$ cat src/rtl/pbc_pkg.sv
package pbc_pkg;

  typedef enum logic [1:0] {
    CMP_EQ = 2'd0,
    CMP_LT = 2'd1,
    CMP_LE = 2'd2,
    CMP_NONE = 2'd3
  } cmpCond_e;

  typedef struct packed {
    logic     commit;
    logic     flagRsvd;
    logic     flagDspOff;
    cmpCond_e cond;
    logic [4:0] dstIdx;
    logic [4:0] sIdx;
    logic [4:0] tIdx;
  } ctrlStrobe_t;

  localparam logic [5:0] STD_MAJOR = 6'b011111;
  localparam logic [5:0] STD_FUNC  = 6'b010001;
  localparam logic [4:0] STD_SEL_EQ = 5'b11000;
  localparam logic [4:0] STD_SEL_LT = 5'b11001;
  localparam logic [4:0] STD_SEL_LE = 5'b11010;

  localparam logic [5:0] CMP_MAJOR = 6'b000000;
  localparam logic [9:0] CMP_MIN_EQ = 10'b0110000101;
  localparam logic [9:0] CMP_MIN_LT = 10'b0111000101;
  localparam logic [9:0] CMP_MIN_LE = 10'b1000000101;

endpackage

$ cat src/rtl/pbc_lane_cmp.sv
module pbc_lane_cmp
  import pbc_pkg::*;
#(
  parameter int LANE_W = 8
) (
  input  logic [LANE_W-1:0] laneS,
  input  logic [LANE_W-1:0] laneT,
  input  cmpCond_e          cond,
  output logic              flag
);

  always_comb begin
    unique case (cond)
      CMP_EQ:  flag = (laneS == laneT);
      CMP_LT:  flag = (laneS < laneT);
      CMP_LE:  flag = (laneS <= laneT);
      default: flag = 1'b0;
    endcase
  end

endmodule

$ cat src/rtl/pbc_ctrl.sv
module pbc_ctrl
  import pbc_pkg::*;
(
  input  logic        clk,
  input  logic        rst,
  input  logic        instrValid,
  input  logic [31:0] instrWord,
  input  logic        dspEnable,
  output ctrlStrobe_t strobe
);

  logic [5:0] major;
  logic       isStd;
  logic       isCmp;
  cmpCond_e   stdCond;
  cmpCond_e   cmpCond;
  cmpCond_e   pickCond;
  logic       known;

  assign major = instrWord[31:26];
  assign isStd = (major == STD_MAJOR) && (instrWord[5:0] == STD_FUNC);
  assign isCmp = (major == CMP_MAJOR) && !instrWord[10];

  always_comb begin
    unique case (instrWord[10:6])
      STD_SEL_EQ: stdCond = CMP_EQ;
      STD_SEL_LT: stdCond = CMP_LT;
      STD_SEL_LE: stdCond = CMP_LE;
      default:    stdCond = CMP_NONE;
    endcase
  end

  always_comb begin
    unique case (instrWord[9:0])
      CMP_MIN_EQ: cmpCond = CMP_EQ;
      CMP_MIN_LT: cmpCond = CMP_LT;
      CMP_MIN_LE: cmpCond = CMP_LE;
      default:    cmpCond = CMP_NONE;
    endcase
  end

  always_comb begin
    if (isStd)      pickCond = stdCond;
    else if (isCmp) pickCond = cmpCond;
    else            pickCond = CMP_NONE;
  end

  assign known = (pickCond != CMP_NONE);

  always_comb begin
    strobe            = '0;
    strobe.cond       = pickCond;
    strobe.dstIdx     = instrWord[15:11];
    strobe.sIdx       = isStd ? instrWord[25:21] : instrWord[20:16];
    strobe.tIdx       = isStd ? instrWord[20:16] : instrWord[25:21];
    strobe.commit     = instrValid && known && dspEnable;
    strobe.flagRsvd   = instrValid && !known;
    strobe.flagDspOff = instrValid && known && !dspEnable;
  end

  // a disabled unit never commits
  a_r9_off_no_commit: assert property (@(posedge clk) disable iff (rst)
    (instrValid && !dspEnable) |-> !strobe.commit);

  // nothing is issued without the valid strobe
  a_r10_idle_quiet: assert property (@(posedge clk) disable iff (rst)
    !instrValid |-> !(strobe.commit || strobe.flagRsvd || strobe.flagDspOff));

endmodule

$ cat src/rtl/pbc_datapath.sv
module pbc_datapath
  import pbc_pkg::*;
#(
  parameter int LANES  = 4,
  parameter int LANE_W = 8,
  parameter int DATA_W = 64,
  parameter int CTRL_W = 32,
  parameter int CC_LSB = 24
) (
  input  logic                    clk,
  input  logic                    rst,
  input  ctrlStrobe_t             strobe,
  input  logic [LANES*LANE_W-1:0] srcS,
  input  logic [LANES*LANE_W-1:0] srcT,
  output logic                    wrEn,
  output logic [4:0]              wrIdx,
  output logic [4:0]              srcSIdx,
  output logic [4:0]              srcTIdx,
  output logic [DATA_W-1:0]       wrData,
  output logic [CTRL_W-1:0]       dspCtrl,
  output logic                    excReserved,
  output logic                    excDspOff
);

  localparam logic [CTRL_W-1:0] CC_MASK =
    CTRL_W'((1 << LANES) - 1) << CC_LSB;

  logic [LANES-1:0] flags;

  for (genvar gi = 0; gi < LANES; gi++) begin : g_lane
    pbc_lane_cmp #(.LANE_W(LANE_W)) u_lane (
      .laneS (srcS[gi*LANE_W +: LANE_W]),
      .laneT (srcT[gi*LANE_W +: LANE_W]),
      .cond  (strobe.cond),
      .flag  (flags[gi])
    );
  end

  always_ff @(posedge clk) begin
    if (rst) begin
      wrEn        <= 1'b0;
      excReserved <= 1'b0;
      excDspOff   <= 1'b0;
      wrIdx       <= '0;
      srcSIdx     <= '0;
      srcTIdx     <= '0;
      wrData      <= '0;
      dspCtrl     <= '0;
    end else begin
      wrEn        <= strobe.commit;
      excReserved <= strobe.flagRsvd;
      excDspOff   <= strobe.flagDspOff;
      if (strobe.commit) begin
        wrIdx                    <= strobe.dstIdx;
        srcSIdx                  <= strobe.sIdx;
        srcTIdx                  <= strobe.tIdx;
        wrData                   <= DATA_W'(flags);
        dspCtrl[CC_LSB +: LANES] <= flags;
      end
    end
  end

  // both copies of the flags agree after a write
  a_r5_cc_mirror: assert property (@(posedge clk) disable iff (rst)
    wrEn |-> (dspCtrl[CC_LSB +: LANES] == wrData[LANES-1:0]));

  // bits outside the flag slice never move
  a_r5_other_bits_keep: assert property (@(posedge clk) disable iff (rst)
    strobe.commit |=> ((dspCtrl & ~CC_MASK) == ($past(dspCtrl) & ~CC_MASK)));

  // upper destination bits are zero
  a_r4_upper_zero: assert property (@(posedge clk) disable iff (rst)
    wrEn |-> ((wrData >> LANES) == '0));

  // a write and an exception never coincide
  a_r8_exclusive: assert property (@(posedge clk) disable iff (rst)
    $onehot0({wrEn, excReserved, excDspOff}));

  // control register holds without a commit
  a_r10_ctrl_hold: assert property (@(posedge clk) disable iff (rst)
    !strobe.commit |=> $stable(dspCtrl));

endmodule

$ cat src/rtl/pbyte_cmp_unit.sv
module pbyte_cmp_unit
  import pbc_pkg::*;
#(
  parameter int LANES  = 4,
  parameter int LANE_W = 8,
  parameter int DATA_W = 64,
  parameter int CTRL_W = 32,
  parameter int CC_LSB = 24
) (
  input  logic                    clk,
  input  logic                    rst,
  input  logic                    instrValid,
  input  logic [31:0]             instrWord,
  input  logic                    dspEnable,
  input  logic [LANES*LANE_W-1:0] srcS,
  input  logic [LANES*LANE_W-1:0] srcT,
  output logic                    wrEn,
  output logic [4:0]              wrIdx,
  output logic [4:0]              srcSIdx,
  output logic [4:0]              srcTIdx,
  output logic [DATA_W-1:0]       wrData,
  output logic [CTRL_W-1:0]       dspCtrl,
  output logic                    excReserved,
  output logic                    excDspOff
);

  ctrlStrobe_t strobe;

  pbc_ctrl u_ctrl (
    .clk        (clk),
    .rst        (rst),
    .instrValid (instrValid),
    .instrWord  (instrWord),
    .dspEnable  (dspEnable),
    .strobe     (strobe)
  );

  pbc_datapath #(
    .LANES  (LANES),
    .LANE_W (LANE_W),
    .DATA_W (DATA_W),
    .CTRL_W (CTRL_W),
    .CC_LSB (CC_LSB)
  ) u_dp (
    .clk         (clk),
    .rst         (rst),
    .strobe      (strobe),
    .srcS        (srcS),
    .srcT        (srcT),
    .wrEn        (wrEn),
    .wrIdx       (wrIdx),
    .srcSIdx     (srcSIdx),
    .srcTIdx     (srcTIdx),
    .wrData      (wrData),
    .dspCtrl     (dspCtrl),
    .excReserved (excReserved),
    .excDspOff   (excDspOff)
  );

endmodule

$ cat config.mk
export PLATFORM = sky130hd
export DESIGN_NAME = pbyte_cmp_unit
export DESIGN_NICKNAME = d
export VERILOG_FILES = /design/src/rtl/pbc_pkg.sv /design/src/rtl/pbc_lane_cmp.sv /design/src/rtl/pbc_ctrl.sv /design/src/rtl/pbc_datapath.sv /design/src/rtl/pbyte_cmp_unit.sv
export SDC_FILE = /design/constraint.sdc
export NUM_CORES = 1
export LEC_CHECK = 0
export BUFFER_PORTS_ARGS = -buffer_cell sky130_fd_sc_hd__buf_2
export CAP_MARGIN = 10
export CORE_ASPECT_RATIO = 0.8
export CORE_UTILIZATION = 40
export CTS_CLUSTER_SIZE = 10
export DETAILED_ROUTE_END_ITERATION = 12
export PLACE_DENSITY_LB_ADDON = 0.2
export SETUP_SLACK_MARGIN = 0.05
export SKIP_LAST_GASP = 1
export SYNTH_ARGS = -nofsm -noshare
export SYNTH_HDL_FRONTEND = slang
export SYNTH_SLANG_ARGS = --single-unit
$ cat constraint.sdc
create_clock -name clk -period 2.7 [get_ports clk]
set_input_delay 0.135 -clock clk [delete_from_list [all_inputs] [get_ports clk]]
set_output_delay 0.135 -clock clk [all_outputs]
set_load 0.05 [all_outputs]
; Word level (Yosys, flattened, before mapping)
; Index checks and enable logic that the tools add are counted.
[classes]
order_cmp = 8
n_eq_ne = 15
mux = 10
n_reduce_logical = 11
[ops]
columns = op, count
row1 = 8-bit == test, 4
row2 = 8-bit <= comparator, 4
row3 = 8-bit < comparator, 4
row4 = 10-bit by 9-bit == test with 1-bit output (second input constant), 2
row5 = 5-bit == test (second input constant), 3
row6 = 6-bit by 5-bit == test with 1-bit output (second input constant), 2
row7 = 1-bit case mux with 3 select lines, 4
row8 = 2-bit case mux with 3 select lines, 2
row9 = 10-bit == test (second input constant), 1
row10 = 5-bit 2-to-1 mux, 2
row11 = 1-bit logical AND, 6
row12 = 6-bit logical NOT, 1
row13 = 2-bit 2-to-1 mux, 2
row14 = 1-bit logical NOT, 3
row15 = 2-bit by 1-bit == test with 1-bit output (second input constant), 1
row16 = 2-bit == test (second input constant), 1
row17 = 2-bit logical NOT, 1
row18 = 2-bit inequality test (second input constant), 1
[word_totals]
reg_bits = 22
out_inout_bits = 114
elab_cells = 51

; Longest topological paths before layout
; Gate-level depths: netlist of the first run.
[logic_depth]
ltp_word = 7
ltp_mapped = 8

; Hierarchy
; A second synthesis of the first run with hierarchy kept.
[hier_totals]
cells_unflattened = 312
area_unflattened_um2 = 2625.0
[modules_own_cells]
columns = module, instances, cells_per_inst, area_per_inst_um2
row1 = pbc_datapath, 1, 160, 1447.6
row2 = pbc_lane_cmp, 4, 28, 207.7
row3 = pbc_ctrl, 1, 40, 346.6

; Worst setup path before layout of the first run
; No wires, ideal clock.
[synth_path]
path_type = input-to-reg
start = input instrWord[1]
end = register u_dp.wrIdx[3]
setup_ns = 0.134
arrival_ns = 1.863
path_slack_ns = 0.703
stages = 8
n_path_buf = 2
cell_sequence = or4b_4 -> nor4_4 -> a32o_2 -> and3_4 -> buf_8 -> buf_12 -> mux2i_1 -> nor2_1
[synth_between]
elab_chain_cells = 7
word_cells_on_any_way = 11
cone_classes = eq/ne: 5 / mux: 3 / reduce/logical: 3
[synth_lines]
columns = element, line
row1 = from (decl), pbyte_cmp_unit.sv:13  ; input logic [31:0] instrWord,
row2 = 10-bit == test / 10-bit by 9-bit == test with 1-bit output (equally long branches), pbc_ctrl.sv:34  ; unique case (instrWord[9:0])
row3 = 2-bit case mux with 3 select lines, pbc_ctrl.sv:34
row4 = 2-bit 2-to-1 mux, pbc_ctrl.sv:44  ; else if (isCmp) pickCond = cmpCond;
row5 = 2-bit 2-to-1 mux *, pbc_ctrl.sv:43  ; if (isStd) pickCond = stdCond;
row6 = 2-bit inequality test *, pbc_ctrl.sv:48  ; assign known = (pickCond != CMP_NONE);
row7 = 1-bit logical AND * (2 in series), pbc_ctrl.sv:56  ; strobe.commit = instrValid && known && dspEnable;
row8 = to (signal assigned), pbc_datapath.sv:54  ; wrIdx <= strobe.dstIdx;
row9 = to (decl), pbc_datapath.sv:16  ; output logic [4:0] wrIdx,
; Mark *: on every way between the ends. The rest lies on a longest branch, timed or not.
; A chain may end at the register's enable or synchronous reset.

; Worst setup path in the final report of the first run
; Same ends and word-level chain as after synthesis.

==> reports/qor.csv, run 1 <==
stage;metric;value;unit
run_status;status;complete, no violations;
layout;FILL cells;641;
power_and_ir_drop;internal power;0.5330;mW
clocking;clock sink total;22;
layout;layout cell share with drive strength beyond 1;36.32;%
layout;P&R area growth vs syn;13.04;%
layout;final net count;558;
grt;initial antenna violation count;0;
min_path;HP Class;primary input to register;
power_and_ir_drop;Sequential Power Share;32.8;%
place;PortBufs;125;
grt;largest net degree at the start of global routing;35;
routing;WL final;5.339;mm
floorplan;CORE AREA;6100;sq um
floorplan;Die Width;92.49;um
worst_setup_path;crit path DAT;2.19;ns
routing;drt first pass iters;3;
clocking;Hold Buf Count CTS;0;
logic_synthesis;Synth cell types;40;
logic_synthesis;number of flops mapped to enable cells by yosys;0;
floorplan;Top Ports;214;
floorplan;Initial Util;42.95;%
logic_synthesis;sequential share of the synthesized area;16.81;%
floorplan;die area;6880;sq um
worst_setup_path;Critical Path Source Type;primary input;
grt;first-pass GRT wire length;7.921;mm
layout;final core utilization;48.55;%
place;Post-DP HPWL;4.728;mm
timing;Final period util;76.30;%
power_and_ir_drop;Psw;0.4584;mW
worst_setup_path;CP Capture Type;register;
worst_setup_path;worst setup path category;primary input to register;
worst_setup_path;Slowest cell on crit path;or4b_4;
power_and_ir_drop;leakage power;1.681;nW
logic_synthesis;Main synth FF type;dfxtp_1;
worst_setup_path;Largest stage delay, worst path;0.56;ns
grt;GRT Total Usage;14.21;%
routing;ANT nets after route;0;
timing;final hold slack;0.08584;ns
run;maxcap violations;0;
timing;clk_skew;0;ns
floorplan;DIE HEIGHT;74.39;um
logic_synthesis;commonest cells in the netlist;buf_4 (93), ha_1 (32), inv_1 (32), dfxtp_1 (22);
logic_synthesis;Seq cells post-synth;22;
logic_synthesis;Async SR Flop Fraction;0;%
clocking;Post-CTS Resized;0;
logic_synthesis;Post-Syn Area;2620;sq um
timing;Final Hold Fails;0;
power_and_ir_drop;Max VDD drop;0.1987;mV
grt;grt ovf;0;
clocking;CTS tree;yes;
logic_synthesis;yosys warns;0;
routing;mean number of vias per cell;4.218;
logic_synthesis;top-count cell post-synth;buf_4;
timing;worst setup margin;0.6399;ns
floorplan;Rows;25;
power_and_ir_drop;Comb power frac;47.4;%
worst_setup_path;critical-path cell list;buf_2 > or4b_4 > nor4_2 > a32o_2 > and3_4 > mux2i_1 > nor2_1;
timing;maximum operating frequency;0.4854;GHz
logic_synthesis;ranking of synthesized cells by area;buf_4 (27%), dfxtp_1 (17%), ha_1 (15%);
place;GP Congestion;0.7672;
logic_synthesis;Synth area leader;buf_4;
logic_synthesis;Synth top area share;26.65;%
clocking;clock latency on the worst-skew pair;0.25;ns
worst_setup_path;CP Data Required Time;2.83;ns
clocking;clk slew on worst S/H paths;0.07;ns
logic_synthesis;average size of a mapped cell;8.534;sq um
routing;Initial DRC Count;38;
timing;fin crit period;2.060;ns
timing;final slew viol count;0;
clocking;root buf cell;clkbuf_8;
power_and_ir_drop;Sw Share;46.24;%
timing;RSZ-0062 raised after global routing;false;
power_and_ir_drop;Clk pwr share;19.8;%
layout;Antenna Cells;0;
routing;Avg WL per Cell;10.57;um
timing;setup tns final;0;ns
clocking;Inserted Clock Buffers;3;
timing;# setup viols final;0;
clocking;CTS Buffer Depth;2;
clocking;post-CTS setup buffer count;0;
routing;# DRC;0;
routing;via count;2130;
grt;vias in the first global route;1895;
place;Post-Place Setup Slack;0.3288;ns
power_and_ir_drop;PwrDens;334.7;nW/um^2
logic_synthesis;Mapped Cells;307;
clocking;H-Tree Depth;1;
worst_setup_path;crit-path max FO;34;
[registers in the layout, summed over array words and instances (netlist names)]
register	flops
u_dp.excDspOff	1
u_dp.srcTIdx	5
u_dp.wrIdx	5
u_dp.srcSIdx	5
u_dp.wrData	4
u_dp.wrEn	1
u_dp.excReserved	1
[per-layer routing]
metal  share of wire [%]  global-route usage, %  up-vias  routed length [um]
met2                  50                  27.24      105                2667
li1                    -                      -     1101                   -
met3                 8.8                  2.658        2                 470
met1                  41                  16.79      922                2178
met5                   0                      0        -                   0
met4                0.41                  2.604        0                  22
[power groups by stage]
stage | logic [mW] | clock network (mW) | registers (mW)
floorplan | 0.466 | 0 | 0.336
global placement | 0.465 | 0 | 0.333
detailed placement | 0.468 | 0 | 0.333
CTS | 0.470 | 0.208 | 0.325
global route | 0.507 | 0.223 | 0.325
finish | 0.470 | 0.196 | 0.325
[final timing paths]
check | to | startpoint | depth (start not counted) | slack (ns)
worst min register to register | u_dp.wrIdx[2] | u_dp.wrIdx[2] | 2 | 0.50
worst max-delay path | u_dp.wrIdx[3] | instrWord[1] | 7 | 0.64
worst max register to register | u_dp.srcTIdx[0] | u_dp.srcTIdx[0] | 2 | 1.99
worst min-delay path | u_dp.excDspOff | dspEnable | 2 | 0.09
[worst max-delay path: cells and delay by family]
kind | cells | cell delay (ns)
AND/OR/NAND/NOR | 4 | 1.50
multiplexers | 1 | 0.25
AO/OA/AOI/OAI | 1 | 0.21
buffers and inverters | 1 | 0.09
[stage by stage]
| step | cells | cell area [sq um] | power [mW] |
|---|---|---|---|
| after detailed placement | 502 | 2920 | 0.8011 |
| after global placement | 502 | 2920 | 0.7980 |
| final | 505 | 2962 | 0.9914 |
| after CTS | 505 | 2962 | 1.003 |
| after floorplan | 394 | 2947 | 0.8015 |
| after global routing | 505 | 2962 | 1.056 |
[cells by family (layout without fill, tap and decap cells)]
| group | Yosys count | count (layout) | share of synthesized area (%) |
|---|---|---|---|
| adder cells (fa/ha/maj) | 32 | 32 | 15.28 |
| AND/OR/NAND/NOR | 61 | 61 | 15.23 |
| multiplexers | 15 | 15 | 5.731 |
| AO/OA/AOI/OAI | 45 | 45 | 13.18 |
| other | 1 | 88 | 0.1431 |
| flip-flops | 22 | 22 | 16.81 |
| buffers and inverters | 131 | 161 | 33.62 |
[area by class of cell]
| type | instances | area [sq um] | area share, % |
|---|---|---|---|
| tap | 81 | 101.3 | 3.422 |
| timing repair buffer | 126 | 633.1 | 21.38 |
| sequential | 22 | 440.4 | 14.87 |
| inverter | 32 | 120.1 | 4.056 |
| multi-input combinational | 241 | 1625 | 54.88 |
| clock buffer | 3 | 41.29 | 1.394 |
[layout by cell type, fill, tap and decap left out, drive strengths merged, types with 2 or more instances in the layout]
| cell type | n |
|---|---|
| a211oi | 10 |
| a21o | 3 |
| a21oi | 15 |
| a31oi | 3 |
| buf | 126 |
| clkbuf | 3 |
| conb | 88 |
| dfxtp | 22 |
| ha | 32 |
| inv | 32 |
| mux2i | 15 |
| nand2 | 5 |
| nand4 | 8 |
| nand4b | 3 |
| nor2 | 20 |
| nor2b | 9 |
| nor4 | 2 |
| o211ai | 4 |
| o21ai | 2 |
| o21bai | 4 |
| or4 | 4 |
| or4b | 2 |
Note: power is estimated with default switching activity, not from simulation.
==> run 2, diff against run 1 <==
Clock period 2.7 ns to 2 ns, I/O delays scaled along.
==> run 2 against run 1 <==
Wire length down 2.3%. Register-to-register slack got worse by 0.69 ns. Global-route usage hardly changed. Die area unchanged. First-iteration DRC count fell by 11%. Design area is 4.5% higher. Largest power group unchanged.
==> reports/qor.csv, run 2 (same netlist as run 1, synthesis figures left out) <==
stage;metric;value;unit;change
run_status;status;complete, no violations;;unchanged
layout;Regs by FF count;u_dp.srcSIdx (5), u_dp.srcTIdx (5), u_dp.wrIdx (5);;unchanged
routing;# DRC;0;;unchanged
timing;maximum operating frequency;0.5504;GHz;
layout;Antenna Cells;0;;unchanged
worst_setup_path;worst setup path category;primary input to register;;unchanged
layout;Finished Layout Cells;518;;was 505
timing;fin crit period;1.817;ns;
layout;final core utilization;50.73;%;was 48.55%
timing;clk_skew;0;ns;unchanged
worst_setup_path;CP Capture Type;register;;unchanged
place;GP Congestion;0.7665;;was 0.7672
power_and_ir_drop;Sw Share;42.55;%;was 46.24%
routing;mean number of vias per cell;4.185;;was 4.218
timing;RSZ-0062 raised after global routing;false;;unchanged
worst_setup_path;crit-path max FO;18;;was 34
floorplan;Initial Util;42.95;%;unchanged
routing;via count;2168;;was 2130
layout;Multi-input gate area;1625;sq um;unchanged
clocking;clk slew on worst S/H paths;0.08;ns;was 0.07 ns
floorplan;Die Width;92.49;um;unchanged
clocking;clock latency on the worst-skew pair;0.26;ns;was 0.25 ns
grt;grt ovf;0;;unchanged
layout;FILL cells;627;;was 641
layout;Reg area;440.4;sq um;unchanged
layout;most common cell after layout, fill and taps aside;buf_2;;unchanged
routing;ANT nets after route;0;;unchanged
timing;# setup viols final;0;;unchanged
power_and_ir_drop;internal power;0.8530;mW;was 0.5330 mW
floorplan;CORE AREA;6100;sq um;unchanged
clocking;Post-CTS Resized;0;;unchanged
grt;vias in the first global route;1841;;was 1895
layout;most frequent cells in the layout;buf_2 (125), conb_1 (88), inv_1 (32), ha_1 (32), dfxtp_1 (22);;unchanged
power_and_ir_drop;leakage power;1.764;nW;was 1.681 nW
layout;final net count;570;;was 558
routing;Initial DRC Count;34;;was 38
clocking;H-Tree Depth;1;;unchanged
grt;first-pass GRT wire length;7.728;mm;was 7.921 mm
worst_setup_path;CP Data Required Time;2.14;ns;was 2.83 ns
floorplan;die area;6880;sq um;unchanged
power_and_ir_drop;Sequential Power Share;29.5;%;was 32.8%
clocking;root buf cell;clkbuf_8;;unchanged
clocking;Hold Buf Count CTS;0;;unchanged
place;PortBufs;125;;unchanged
place;Post-DP HPWL;4.659;mm;was 4.728 mm
run;maxcap violations;0;;unchanged
grt;initial antenna violation count;0;;unchanged
clocking;post-CTS setup buffer count;0;;unchanged
worst_setup_path;crit path DAT;1.96;ns;was 2.19 ns
timing;Final period util;90.84;%;
grt;GRT Total Usage;14.26;%;was 14.21%
clocking;CTS Buffer Depth;2;;unchanged
routing;Avg WL per Cell;10.07;um;was 10.57 um
worst_setup_path;Slowest cell on crit path;or4b_4;;unchanged
timing;final slew viol count;0;;unchanged
power_and_ir_drop;Max VDD drop;0.2877;mV;was 0.1987 mV
place;dpl cells;513;;was 502
floorplan;Top Ports;214;;unchanged
min_path;HP Class;primary input to register;;unchanged
power_and_ir_drop;Comb power frac;42.7;%;was 47.4%
clocking;CTS tree;yes;;unchanged
power_and_ir_drop;Clk pwr share;27.7;%;was 19.8%
clocking;clock sink total;22;;unchanged
timing;Final Hold Fails;0;;unchanged
routing;drt first pass iters;4;;was 3
routing;WL final;5.214;mm;was 5.339 mm
worst_setup_path;critical-path cell list;buf_2 > or4b_4 > nor4_4 > a32o_2 > and3_4 > buf_12 > mux2i_1 > nor2_1;;was buf_2 > or4b_4 > nor4_2 > a32o_2 > and3_4 > mux2i_1 > nor2_1
clocking;Inserted Clock Buffers;3;;unchanged
power_and_ir_drop;PwrDens;479.8;nW/um^2;was 334.7 nW/um^2
floorplan;DIE HEIGHT;74.39;um;unchanged
floorplan;Rows;25;;unchanged
layout;layout cell share with drive strength beyond 1;38.22;%;was 36.32%
worst_setup_path;Critical Path Source Type;primary input;;unchanged
power_and_ir_drop;Psw;0.6317;mW;was 0.4584 mW
grt;largest net degree at the start of global routing;23;;was 35
worst_setup_path;Largest stage delay, worst path;0.55;ns;was 0.56 ns
layout;P&R area growth vs syn;18.10;%;was 13.04%
[run 2: changes by cell type in the layout (fill, tap and decap cells not counted), sizes merged]
cell	delta
bufinv	+1
buf	+12
[run 2: path summary, 6_finish.rpt]
kind	start	depth (start not counted)	end	slack (ns)
worst max-delay path	instrWord[1]	8	u_dp.wrIdx[3]	0.18
worst min-delay path	dspEnable	2	u_dp.excDspOff	0.02
worst max register to register	u_dp.srcSIdx[3]	2	u_dp.srcSIdx[3]	1.30
worst min register to register	u_dp.wrIdx[4]	2	u_dp.wrIdx[4]	0.49
[run 2: worst max-delay path, delay by kind of cell]
family | cells | cell delay [ns]
AND/OR/NAND/NOR | 4 | 1.14
AO/OA/AOI/OAI | 1 | 0.24
multiplexers | 1 | 0.20
buffers and inverters | 2 | 0.26
[run 2: final cells by class]
cell class | instances | area share, %
multi-input cells | 241 | 52.53
well taps | 81 | 3.275
clock buffers | 3 | 1.334
clock inverters | 1 | 0.9705
flip-flops and latches | 22 | 14.23
inverters | 32 | 3.882
repair buffers | 138 | 23.78
[run 2: power by group through the flow]
stage	clock (mW)	combinational [mW]	sequential, mW
after CTS	0.426	0.635	0.439
final	0.411	0.635	0.439
after global routing	0.443	0.683	0.439
after floorplan	0	0.629	0.453
after detailed placement	0	0.634	0.449
after global placement	0	0.629	0.449
[run 2: per-layer routing]
layer  track usage, %  part of all wire, %
met4            4.167                 0.81
met1            16.92                   42
met2            26.50                   49
met3            2.658                  8.3
met5                0                    0
[run 2: through the flow]
stage               area [sq um]  setup slack, ns  total power, mW  hold slack, ns  setup TNS, ns
floorplan                   2947          0.03808            1.082          0.1757              0
global placement            3015         -0.07550            1.078          0.3026        -0.4141
detailed placement          3015          -0.1470            1.083          0.2942         -1.495
CTS                         3087           0.1394            1.500        0.006657              0
global route                3094          0.06339            1.565         0.01275              0
finish                      3094           0.1832            1.485         0.01582              0
==> run 3, diff against run 2 <==
--- a/config.mk
+++ b/config.mk
@@ -7,2 +7,3 @@
 export LEC_CHECK = 0
+export ABC_AREA = 1
 export BUFFER_PORTS_ARGS = -buffer_cell sky130_fd_sc_hd__buf_2
@@ -10,3 +11,3 @@
 export CORE_ASPECT_RATIO = 0.8
-export CORE_UTILIZATION = 40
+export CORE_UTILIZATION = 41
 export CTS_CLUSTER_SIZE = 10
--- a/constraint.sdc
+++ b/constraint.sdc
@@ -3,2 +3,2 @@
 set_output_delay 0.1 -clock clk [all_outputs]
-set_load 0.05 [all_outputs]
+set_load 0.02 [all_outputs]
==> run 3 against run 2 <==
Via count is 21% higher. Critical endpoint is now u_dp.srcTIdx[2]. Largest power group unchanged. Synthesized cell count up 47%. Combinational power shrank 29%.
==> reports/qor.csv, run 3 <==
stage;metric;value;unit;change
layout;P&R area growth vs syn;14.15;%;was 18.10%
clocking;root buf cell;clkbuf_8;;unchanged
power_and_ir_drop;Sw Share;34.43;%;was 42.55%
logic_synthesis;Synth area leader;buf_4;;unchanged
power_and_ir_drop;Sequential Power Share;33.6;%;was 29.5%
layout;final core utilization;49.60;%;was 50.73%
worst_setup_path;critical-path cell list;buf_2 > inv_1 > nand4_1 > nor2_2 > nand4_1 > nand2_4 > nor2_4 > nor2_4 > nand2_1 > nand2_1 > nor2_1;;was buf_2 > or4b_4 > nor4_4 > a32o_2 > and3_4 > buf_12 > mux2i_1 > nor2_1
worst_setup_path;worst r2r dst;u_dp.wrData[3];;was u_dp.srcSIdx[3]
layout;FILL cells;714;;was 627
timing;setup tns final;0;ns;unchanged
clocking;CTS tree;yes;;unchanged
clocking;clock sink total;22;;unchanged
worst_setup_path;Slowest cell on crit path;nor2_4;;was or4b_4
floorplan;Die Width;95.30;um;was 92.49 um
clocking;Post-CTS Resized;0;;unchanged
power_and_ir_drop;internal power;0.8554;mW;was 0.8530 mW
logic_synthesis;Mapped Cells;451;;was 307
timing;final slew viol count;0;;unchanged
timing;Least-Margin Pin Slew;0.5660;ns;
run_status;status;complete, no violations;;unchanged
timing;Final period util;67.03;%;was 90.84%
grt;first-pass GRT wire length;9.473;mm;was 7.728 mm
routing;# DRC;0;;unchanged
clocking;post-CTS setup buffer count;0;;unchanged
grt;initial antenna violation count;0;;unchanged
grt;vias in the first global route;2254;;was 1841
clocking;Inserted Clock Buffers;3;;unchanged
logic_synthesis;commonest cells in the netlist;nand2_1 (96), buf_4 (92), inv_1 (74), nor2_1 (58), ha_1 (32);;was buf_4 (93), ha_1 (32), inv_1 (32), dfxtp_1 (22)
place;dpl cells;651;;was 513
power_and_ir_drop;leakage power;2.100;nW;was 1.764 nW
logic_synthesis;Synth cell types;25;;was 40
layout;Antenna Cells;0;;unchanged
power_and_ir_drop;Psw;0.4492;mW;was 0.6317 mW
worst_setup_path;CP Data Required Time;2.16;ns;was 2.14 ns
grt;GRT Total Usage;15.57;%;was 14.26%
routing;WL final;5.788;mm;was 5.214 mm
timing;Final Hold Fails;0;;unchanged
routing;Initial DRC Count;54;;was 34
power_and_ir_drop;Power Total;1.305;mW;was 1.485 mW
min_path;HP Start;dspEnable;;unchanged
layout;final net count;704;;was 570
timing;final hold slack;0.01224;ns;was 0.01582 ns
logic_synthesis;top-count cell post-synth;nand2_1;;was buf_4
timing;RSZ-0062 raised after global routing;false;;unchanged
worst_setup_path;crit-path max FO;20;;was 18
place;GP Congestion;0.7634;;was 0.7665
clocking;clock latency on the worst-skew pair;0.26;ns;about the same
layout;Finished Layout Cells;655;;was 518
floorplan;Rows;26;;was 25
min_path;HP Class;primary input to register;;unchanged
timing;headroom to the max-slew limit;62.03;%;
min_path;Hold EP;u_dp.excDspOff;;unchanged
layout;most frequent cells in the layout;buf_2 (125), nand2_1 (96), conb_1 (88), inv_1 (74), nor2_1 (58);;was buf_2 (125), conb_1 (88), inv_1 (32), ha_1 (32), dfxtp_1 (22)
logic_synthesis;Post-Syn Area;2855;sq um;was 2620 sq um
power_and_ir_drop;PwrDens;400.3;nW/um^2;was 479.8 nW/um^2
timing;# setup viols final;0;;unchanged
clocking;H-Tree Depth;1;;unchanged
logic_synthesis;average size of a mapped cell;6.331;sq um;was 8.534 sq um
grt;grt ovf;0;;unchanged
logic_synthesis;yosys warns;0;;unchanged
clocking;clk slew on worst S/H paths;0.08;ns;about the same
worst_setup_path;Reg2Reg Setup Slack;1.31;ns;was 1.30 ns
worst_setup_path;reg2reg path depth;4;;was 2
floorplan;Initial Util;43.45;%;was 42.95%
floorplan;CORE AREA;6571;sq um;was 6100 sq um
clocking;Hold Buf Count CTS;0;;unchanged
run;maxcap violations;0;;unchanged
layout;Regs by FF count;u_dp.srcSIdx (5), u_dp.srcTIdx (5), u_dp.wrIdx (5);;unchanged
place;Post-DP HPWL;5.040;mm;was 4.659 mm
logic_synthesis;sequential share of the synthesized area;15.43;%;was 16.81%
floorplan;Top Ports;214;;unchanged
layout;layout cell share with drive strength beyond 1;25.57;%;was 38.22%
power_and_ir_drop;Clk pwr share;31.9;%;was 27.7%
routing;ANT nets after route;0;;unchanged
logic_synthesis;Synth top area share;24.19;%;was 26.65%
logic_synthesis;ranking of synthesized cells by area;buf_4 (24%), dfxtp_1 (15%), ha_1 (14%);;was buf_4 (27%), dfxtp_1 (17%), ha_1 (15%)
routing;Avg WL per Cell;8.837;um;was 10.07 um
logic_synthesis;Seq cells post-synth;22;;unchanged
timing;fin crit period;1.341;ns;was 1.817 ns
worst_setup_path;Largest stage delay, worst path;0.33;ns;was 0.55 ns
worst_setup_path;crit path DAT;1.50;ns;was 1.96 ns
grt;largest net degree at the start of global routing;21;;was 23
clocking;CTS Buffer Depth;2;;unchanged
logic_synthesis;number of flops mapped to enable cells by yosys;0;;unchanged
timing;maximum operating frequency;0.7459;GHz;was 0.5504 GHz
floorplan;die area;7304;sq um;was 6880 sq um
worst_setup_path;worst setup path category;primary input to register;;unchanged
routing;mean number of vias per cell;4.009;;was 4.185
worst_setup_path;Critical Path Source Type;primary input;;unchanged
place;PortBufs;125;;unchanged
floorplan;DIE HEIGHT;76.64;um;was 74.39 um
routing;drt first pass iters;4;;unchanged
layout;most common cell after layout, fill and taps aside;buf_2;;unchanged
logic_synthesis;Main synth FF type;dfxtp_1;;unchanged
worst_setup_path;CP Capture Type;register;;unchanged
timing;clk_skew;0;ns;unchanged
routing;via count;2626;;was 2168
power_and_ir_drop;Comb power frac;34.5;%;was 42.7%
logic_synthesis;Async SR Flop Fraction;0;%;unchanged
worst_setup_path;Reg2Reg Launch Point;u_dp.wrData[3];;was u_dp.srcSIdx[3]
power_and_ir_drop;Max VDD drop;0.2562;mV;was 0.2877 mV
min_path;Worst Hold Depth;2;;unchanged
-- run 3: cell types whose count changed after synthesis, sizes merged, moves of 3 or more --
cell    delta
nor3       +3
a211oi     -9
mux2i     -15
nand4      -3
a31oi      -3
nand4b     -3
or4        -4
a21o       -3
o21bai     -3
nand3     +19
inv       +45
nand2     +94
nor2b      -9
nor2      +46
-- run 3: how the worst max path moves through the flow --
stage / slack (ns) / depth (start not counted) / from / endpoint
2_1_floorplan: 0.81 / 13 / instrWord[1] / u_dp.srcSIdx[0]
3_3_place_gp: 0.42 / 13 / instrWord[10] / u_dp.srcTIdx[3]
3_5_place_dp: 0.39 / 11 / instrWord[1] / u_dp.srcTIdx[2]
4_1_cts: 0.65 / 11 / instrWord[1] / u_dp.srcTIdx[2]
5_1_grt: 0.40 / 13 / instrWord[1] / u_dp.srcSIdx[1]
6_report: 0.66 / 11 / instrWord[1] / u_dp.srcTIdx[2]
-- run 3: power groups by stage --
stage	sequential [mW]	combinational (mW)	clock, mW
final	0.439	0.450	0.416
after global placement	0.449	0.444	0
after detailed placement	0.449	0.447	0
after CTS	0.439	0.450	0.435
after floorplan	0.451	0.439	0
after global routing	0.439	0.514	0.450
-- run 3: logic make-up after synthesis --
family / share of synthesized area [%]
other: 0.1313
AO/OA/AOI/OAI: 4.864
AND/OR/NAND/NOR: 29.40
flip-flops: 15.42
buffers and inverters: 36.15
adder cells (fa/ha/maj): 14.02
-- run 3: stage by stage --
| step | cell area (sq um) | setup WS, ns |
|---|---|---|
| 3_3_place_gp | 3188 | 0.4235 |
| 6_report | 3259 | 0.6594 |
| 3_5_place_dp | 3188 | 0.3851 |
| 4_1_cts | 3259 | 0.6486 |
| 2_1_floorplan | 3182 | 0.8068 |
| 5_1_grt | 3259 | 0.3978 |
-- run 3: routing by layer --
| layer | global-route usage [%] | wire (um) |
|---|---|---|
| met1 | 21.19 | 2638 |
| met2 | 26.14 | 2667 |
| met3 | 2.894 | 453 |
| met4 | 1.364 | 29 |
| met5 | 0 | 0 |
-- run 3: area by class of cell --
type,instances,area [sq um],share of cell area [%]
well taps,84,105.1,3.225
multi-input cells,340,1709,52.44
clock inverters,1,30.03,0.9213
flip-flops and latches,22,440.4,13.51
inverters,78,292.8,8.983
repair buffers,127,640.6,19.65
clock buffers,3,41.29,1.267
-- run 3: critical path: cells and delay by family --
family / cells / cell delay, ns
AND/OR/NAND/NOR: 9 / 1.23
buffers and inverters: 2 / 0.14
